$ cat src/rtl/cfg_bridge_pkg.sv
package cfg_bridge_pkg;

  localparam int unsigned DATA_W   = 32;
  localparam int unsigned LANES    = DATA_W / 8;
  localparam int unsigned SEL_LSB  = 11;
  localparam logic [31:0] SEL_KEEP = 32'h80FF_FFFC;

  typedef enum logic [1:0] {
    ST_IDLE = 2'd0,
    ST_BUS  = 2'd1,
    ST_RESP = 2'd2
  } ctrlState_e;

  typedef struct packed {
    logic loadSel;
    logic launch;
    logic takeSel;
    logic takeOnes;
    logic takeZero;
    logic takeBus;
  } ctrlStrobe_t;

  function automatic logic [LANES-1:0] laneMask(input logic [1:0] lowAddr,
                                                input logic [1:0] size);
    logic [LANES-1:0] m;
    unique case (size)
      2'd0:    m = 4'b0001 << lowAddr;
      2'd1:    m = lowAddr[1] ? 4'b1100 : 4'b0011;
      default: m = 4'b1111;
    endcase
    return m;
  endfunction

endpackage

$ cat src/rtl/cfg_bridge_dp.sv
module cfg_bridge_dp
  import cfg_bridge_pkg::*;
#(
  parameter logic [31:0] SEL_WIN_BASE  = 32'hFEC0_0000,
  parameter int unsigned SEL_WIN_BITS  = 21,
  parameter logic [31:0] DATA_WIN_BASE = 32'hFEE0_0000,
  parameter int unsigned DATA_WIN_BITS = 20,
  parameter int unsigned NUM_SEL_LINES = 21
) (
  input  logic              clk,
  input  logic              rstN,
  input  ctrlStrobe_t       strobe,
  input  logic              cpuWrite,
  input  logic [31:0]       cpuAddr,
  input  logic [1:0]        cpuSize,
  input  logic [DATA_W-1:0] cpuWdata,
  input  logic [DATA_W-1:0] cfgRdata,
  output logic              hitSelPort,
  output logic              hitDataPort,
  output logic              cycleOk,
  output logic [DATA_W-1:0] cpuRdata,
  output logic              cfgWrite,
  output logic [31:0]       cfgAddr,
  output logic [LANES-1:0]  cfgByteEn,
  output logic [DATA_W-1:0] cfgWdata
);

  localparam logic [31:0] SEL_WIN_MASK  = ~((32'h1 << SEL_WIN_BITS) - 32'h1);
  localparam logic [31:0] DATA_WIN_MASK = ~((32'h1 << DATA_WIN_BITS) - 32'h1);
  localparam int unsigned DEV_W = 5;
  localparam logic [DEV_W-1:0] DEV_NONE = '1;

  logic [31:0]      selReg;
  logic [LANES-1:0] curLanes;
  logic             selEnable;
  logic [7:0]       busNum;
  logic [DEV_W-1:0] devNum;
  logic [2:0]       funcNum;
  logic [5:0]       regNum;
  logic [31:0]      lineWord;
  logic             devHasLine;
  logic [31:0]      localAddr;
  logic [31:0]      bridgedAddr;

  assign hitSelPort  = (cpuAddr & SEL_WIN_MASK)  == (SEL_WIN_BASE & SEL_WIN_MASK);
  assign hitDataPort = (cpuAddr & DATA_WIN_MASK) == (DATA_WIN_BASE & DATA_WIN_MASK);
  assign curLanes    = laneMask(cpuAddr[1:0], cpuSize);

  assign selEnable = selReg[31];
  assign busNum    = selReg[23:16];
  assign devNum    = selReg[15:11];
  assign funcNum   = selReg[10:8];
  assign regNum    = selReg[7:2];

  // One select line per device number that has one.
  for (genvar g = 0; g < 32; g++) begin : gLine
    if (g >= SEL_LSB && g < SEL_LSB + NUM_SEL_LINES) begin : gUsed
      assign lineWord[g] = (devNum == DEV_W'(g - SEL_LSB));
    end else begin : gFree
      assign lineWord[g] = 1'b0;
    end
  end

  assign devHasLine  = |lineWord;
  assign localAddr   = lineWord | {21'b0, funcNum, regNum, 2'b00};
  assign bridgedAddr = {8'h00, busNum, devNum, funcNum, regNum, 2'b01};
  assign cycleOk     = selEnable && (devNum != DEV_NONE) &&
                       ((busNum != 8'h00) || devHasLine);

  always_ff @(posedge clk or negedge rstN) begin
    if (!rstN) begin
      selReg <= '0;
    end else if (strobe.loadSel) begin
      for (int i = 0; i < LANES; i++) begin
        if (curLanes[i]) selReg[8*i +: 8] <= cpuWdata[8*i +: 8] & SEL_KEEP[8*i +: 8];
      end
    end
  end

  always_ff @(posedge clk or negedge rstN) begin
    if (!rstN) begin
      cfgAddr   <= '0;
      cfgByteEn <= '0;
      cfgWdata  <= '0;
      cfgWrite  <= 1'b0;
    end else if (strobe.launch) begin
      cfgAddr   <= (busNum == 8'h00) ? localAddr : bridgedAddr;
      cfgByteEn <= curLanes;
      cfgWdata  <= cpuWdata;
      cfgWrite  <= cpuWrite;
    end
  end

  always_ff @(posedge clk or negedge rstN) begin
    if (!rstN) begin
      cpuRdata <= '0;
    end else begin
      unique case (1'b1)
        strobe.takeSel:  cpuRdata <= selReg;
        strobe.takeOnes: cpuRdata <= '1;
        strobe.takeZero: cpuRdata <= '0;
        strobe.takeBus:  cpuRdata <= cfgRdata;
        default:         cpuRdata <= cpuRdata;
      endcase
    end
  end

endmodule

$ cat src/rtl/cfg_bridge_ctrl.sv
module cfg_bridge_ctrl
  import cfg_bridge_pkg::*;
(
  input  logic        clk,
  input  logic        rstN,
  input  logic        cpuValid,
  input  logic        cpuWrite,
  input  logic        hitSelPort,
  input  logic        hitDataPort,
  input  logic        cycleOk,
  input  logic        cfgAck,
  output ctrlStrobe_t strobe,
  output logic        cfgReq,
  output logic        cpuReady
);

  ctrlState_e state;
  ctrlState_e stateNext;

  always_comb begin
    strobe    = '0;
    stateNext = state;
    unique case (state)
      ST_IDLE: begin
        if (cpuValid) begin
          if (hitSelPort) begin
            strobe.loadSel = cpuWrite;
            strobe.takeSel = 1'b1;
            stateNext      = ST_RESP;
          end else if (hitDataPort && cycleOk) begin
            strobe.launch  = 1'b1;
            stateNext      = ST_BUS;
          end else if (hitDataPort) begin
            strobe.takeOnes = 1'b1;
            stateNext       = ST_RESP;
          end else begin
            strobe.takeZero = 1'b1;
            stateNext       = ST_RESP;
          end
        end
      end
      ST_BUS: begin
        if (cfgAck) begin
          strobe.takeBus = 1'b1;
          stateNext      = ST_RESP;
        end
      end
      ST_RESP: stateNext = ST_IDLE;
      default: stateNext = ST_IDLE;
    endcase
  end

  always_ff @(posedge clk or negedge rstN) begin
    if (!rstN) state <= ST_IDLE;
    else       state <= stateNext;
  end

  assign cfgReq   = (state == ST_BUS);
  assign cpuReady = (state == ST_RESP);

endmodule

$ cat src/rtl/cfg_access_bridge.sv
module cfg_access_bridge
  import cfg_bridge_pkg::*;
#(
  parameter logic [31:0] SEL_WIN_BASE  = 32'hFEC0_0000,
  parameter int unsigned SEL_WIN_BITS  = 21,
  parameter logic [31:0] DATA_WIN_BASE = 32'hFEE0_0000,
  parameter int unsigned DATA_WIN_BITS = 20,
  parameter int unsigned NUM_SEL_LINES = 21
) (
  input  logic        clk,
  input  logic        rstN,
  input  logic        cpuValid,
  input  logic        cpuWrite,
  input  logic [31:0] cpuAddr,
  input  logic [1:0]  cpuSize,
  input  logic [31:0] cpuWdata,
  output logic        cpuReady,
  output logic [31:0] cpuRdata,
  output logic        cfgReq,
  output logic        cfgWrite,
  output logic [31:0] cfgAddr,
  output logic [3:0]  cfgByteEn,
  output logic [31:0] cfgWdata,
  input  logic        cfgAck,
  input  logic [31:0] cfgRdata
);

  ctrlStrobe_t strobe;
  logic        hitSelPort;
  logic        hitDataPort;
  logic        cycleOk;

  cfg_bridge_ctrl u_ctrl (
    .clk         (clk),
    .rstN        (rstN),
    .cpuValid    (cpuValid),
    .cpuWrite    (cpuWrite),
    .hitSelPort  (hitSelPort),
    .hitDataPort (hitDataPort),
    .cycleOk     (cycleOk),
    .cfgAck      (cfgAck),
    .strobe      (strobe),
    .cfgReq      (cfgReq),
    .cpuReady    (cpuReady)
  );

  cfg_bridge_dp #(
    .SEL_WIN_BASE  (SEL_WIN_BASE),
    .SEL_WIN_BITS  (SEL_WIN_BITS),
    .DATA_WIN_BASE (DATA_WIN_BASE),
    .DATA_WIN_BITS (DATA_WIN_BITS),
    .NUM_SEL_LINES (NUM_SEL_LINES)
  ) u_dp (
    .clk         (clk),
    .rstN        (rstN),
    .strobe      (strobe),
    .cpuWrite    (cpuWrite),
    .cpuAddr     (cpuAddr),
    .cpuSize     (cpuSize),
    .cpuWdata    (cpuWdata),
    .cfgRdata    (cfgRdata),
    .hitSelPort  (hitSelPort),
    .hitDataPort (hitDataPort),
    .cycleOk     (cycleOk),
    .cpuRdata    (cpuRdata),
    .cfgWrite    (cfgWrite),
    .cfgAddr     (cfgAddr),
    .cfgByteEn   (cfgByteEn),
    .cfgWdata    (cfgWdata)
  );

endmodule

$ cat config.mk
export PLATFORM = sky130hd
export DESIGN_NAME = cfg_access_bridge
export DESIGN_NICKNAME = d
export VERILOG_FILES = /design/src/rtl/cfg_bridge_pkg.sv /design/src/rtl/cfg_bridge_dp.sv /design/src/rtl/cfg_bridge_ctrl.sv /design/src/rtl/cfg_access_bridge.sv
export SDC_FILE = /design/constraint.sdc
export NUM_CORES = 1
export LEC_CHECK = 0
export CAP_MARGIN = 20
export CORE_MARGIN = 1
export CORE_UTILIZATION = 45
export DETAILED_ROUTE_END_ITERATION = 16
export MAX_ROUTING_LAYER = met4
export PLACE_DENSITY = 0.86
export SYNTH_ARGS = -nofsm -noshare
export SYNTH_HDL_FRONTEND = slang
export SYNTH_SLANG_ARGS = --single-unit
$ cat constraint.sdc
create_clock -name clk -period 2.9 [get_ports clk]
set_input_delay 0.29 -clock clk [delete_from_list [all_inputs] [get_ports clk]]
set_output_delay 0.29 -clock clk [all_outputs]
set_load 0.03 [all_outputs]
==> qor.yml <==
drt_pass1_iterations: 4
commonest_non_fill_non_tap_cell_in_the_layout: "clkdlybuf4s50_1"
number_of_buffers_created_by_cts: 17
detailedRoute.firstIterationViolations: 240
timing.max_cap.violations: 0
final_cell_mix: "185 x clkdlybuf4s50_1, 125 x dfrtp_1, 79 x mux2_2, 34 x mux2i_1, 24 x a21oi_1"
antenna_found_initial: 0
core_um2: 12000
place.port_buffers: 186
post-route-period-util_pct: 81.5
clock_sinks: 125
complex_gate_fraction_of_the_synthesized_area_pct: 11.0
combinational_family_with_the_most_area_after_synthesis: "multiplexers"
min_path_type: "primary input to async pin"
setup.worst_path.start_class: "flip-flop"
synth_top_area_share_pct: 56.5
finalHoldWorstSlack_ps: -30.2
initial_standard_cell_utilization_of_the_core_pct: 46.1
route.detailed.vias_per_inst: 5.50
synth.distinct_cells: 42
synth_top_cells_by_area: "dfrtp_1 57%, mux2_2 16%, mux2i_1 6.2%, o22a_1 3.6%, a21oi_1 2.3%"
wl_per_cell_um: 19.3
die_x_um: 113
cts_tree: "done"
num-nets-final: 712
drc: 0
critical_path.endpoint_type: "flip-flop"
dieArea_um2: 12700
worst_path_max_delay_cell: "dfrtp_1"
power.density_cell_area_nw_per_um2: 548
power.static_leakage_uw: 0.00388
status: "finished, violations left"
number_of_cells_produced_by_synthesis: 417
hold_buf_cts: 0
boundaryPins: 206
hold_viol: 10
htreeDepth: 4
finClkSkew_ps: 6.73
p_comb_share_pct: 9.7
cp.required_ps: 3190
setup_violations: 0
clk_path_buf_depth: 2
irDropWorstVdd_uv: 465
failing_checks: "negative hold slack"
synth_enable_flop_cells: 0
die_height_um: 113
drive_above_1_share_pct: 20.3
place_worst_setup_slack_ps: 200
vias: 4227
area_delta_synth_final_pct: 47.4
antenna_cells: 0
first_pass_grt_wire_length_um: 23100
fin_crit_ps: 2360
std_cell_rows: 40
avg_cell_area_syn_um2: 13.3
synth_adder_area_share_pct: 0
clk_latency_ps: 410
syn-cell-area_um2: 5530
globalRoute.totalOverflow: 0
synth-simple-area-share_pct: 5.81
yosys_warn_count: 0
cell_by_cell_listing_of_the_critical_path: "nor4_1 -> buf_4 -> o2111a_1 -> or4b_4 -> buf_4 -> mux2_2"
crit_path_max_incr_delay_ps: 450
power_frac_clock_pct: 49.7
drtAntennaViolNets: 0
synth_mux_area_share_pct: 22.4
fmaxAchievable_mhz: 423
worst_margin_pin_slew_ps: 977
yosys_most_used_dff: "dfrtp_1"
critPathKind: "flip-flop to flip-flop"
synth.ff_latch_count: 125
syn_nets: 520
cts_root_buffer: "clkbuf_16"
reg2regPathDepth: 6
first_global_vias: 4301
relSlewSlack_pct: 34.9
pwr-share-seq_pct: 40.6
maxSlewViolCount: 0
rsz0062_at_grt: "false"
setup_ws_ps: 535
grt_start_max_net_pins: 126
setup_tns_ps: 0
worst_ep_arrival_time_ps: 2660
netSwitchingFraction_pct: 21.5
grt.total_usage_pct: 24.8
critical-path-top-cell-by-count: "buf_4"
path_clk_slew_ps: 50
post-cts-setup-buffers: 0
internal-power_uw: 3500
ctsResizeCount: 0
synthXorXnorAreaFrac_pct: 0
detail_route.wirelength_um: 14800
filler_cell_count: 877
switchingPower_uw: 962
post-dp-hpwl_um: 10500
critPathMaxFanout: 39
synth_area_leader_cell: "dfrtp_1"
yosysSeqAreaShare_pct: 56.5
asyncSetResetFlopFracSynth_pct: 100
gp_congestion: 0.832
==> synthesized netlist by cell type (2+ instances only) <==
| master | count |
|---|---|
| a31oi_1 | 7 |
| clkbuf_1 | 13 |
| a221o_1 | 9 |
| a21oi_1 | 25 |
| and3b_1 | 2 |
| a32o_1 | 4 |
| nand3_1 | 4 |
| inv_1 | 14 |
| nor4_1 | 2 |
| buf_4 | 2 |
| buf_2 | 5 |
| or3_1 | 3 |
| nor2b_1 | 6 |
| nand2b_1 | 5 |
| o21bai_1 | 2 |
| buf_6 | 8 |
| mux2_2 | 79 |
| mux2i_1 | 34 |
| o21ai_0 | 3 |
| nor3_1 | 4 |
| o22a_1 | 23 |
| or4_1 | 2 |
| and2_1 | 3 |
| dfrtp_1 | 125 |
| and4b_1 | 2 |
| nand2_1 | 7 |
| nand4_1 | 3 |
| nor2_1 | 7 |
==> through the flow <==
stage | utilization [%] | instance area (µm²) | total power (µW) | hold slack (ps) | std cells
after floorplan | - | 5530 | 2000 | -5.59 | 417
after global placement | 62.7 | 7540 | 2270 | 443 | 737
after detailed placement | 62.7 | 7540 | 2280 | 454 | 737
after CTS | 67.9 | 8150 | 4500 | 11.1 | 768
after global routing | 67.9 | 8150 | 4600 | 26.8 | 768
final | 67.9 | 8150 | 4460 | -30.2 | 768
==> per-layer routing <==
metal	track usage [%]	wire [µm]
met4	11.3	436
met5	-	0
met2	40.0	7410
met3	5.41	782
met1	30.1	6170
==> cells by family after synthesis <==
kind of cell           count (synthesis)
AO/OA/AOI/OAI                         81
buffers and inverters                 42
flip-flops                           125
multiplexers                         114
other                                  1
AND/OR/NAND/NOR                       54
==> cell type report <==
class | count | area, µm² | share of cell area (%)
sequential | 125 | 3130 | 38.4
multi-input combinational | 250 | 2190 | 26.8
timing repair buffer | 201 | 1980 | 24.3
clock buffer | 24 | 482 | 5.91
tap | 147 | 184 | 2.26
clock inverter | 7 | 135 | 1.66
inverter | 14 | 52.6 | 0.645
==> worst paths after layout <==
kind                                                     from                             to  slack [ps]
worst max-delay path              u_dp.selReg[16]$_DFFE_PN0P_   u_dp.cfgWdata[8]$_DFFE_PN0P_         540
worst min register to register  u_dp.cpuRdata[23]$_DFFE_PN0P_  u_dp.cpuRdata[23]$_DFFE_PN0P_         490
worst max register to register    u_dp.selReg[16]$_DFFE_PN0P_   u_dp.cfgWdata[8]$_DFFE_PN0P_         540
max in group asynchronous                                rstN    u_dp.cfgAddr[6]$_DFFE_PN0P_        2440
min in group clk                u_dp.cpuRdata[23]$_DFFE_PN0P_  u_dp.cpuRdata[23]$_DFFE_PN0P_         490
worst min-delay path                                     rstN  u_dp.cfgWdata[26]$_DFFE_PN0P_         -30
==> worst max-delay path: cells and delay by family (launching register included) <==
family	cells	cell delay (ps)
flip-flops	1	450
buffers and inverters	2	630
AND/OR/NAND/NOR	2	510
multiplexers	1	400
AO/OA/AOI/OAI	1	220
==> sequential cells by signal (all words and copies together) (netlist names) <==
register	cells
u_dp.cfgWdata	32
u_dp.cpuRdata	32
u_dp.cfgAddr	31
u_dp.selReg	23
u_dp.cfgByteEn	4
u_ctrl.state	2
u_dp.cfgWrite	1
==> power by group through the flow <==
stage                     logic [µW]  clock network [µW]  registers, µW
after floorplan                 78.7                   0           1920
after global placement           425                   0           1840
after detailed placement         435                   0           1840
after CTS                        437                2250           1810
after global routing             457                2330           1820
final                            432                2220           1810
Power figures use the tool's default switching activity.
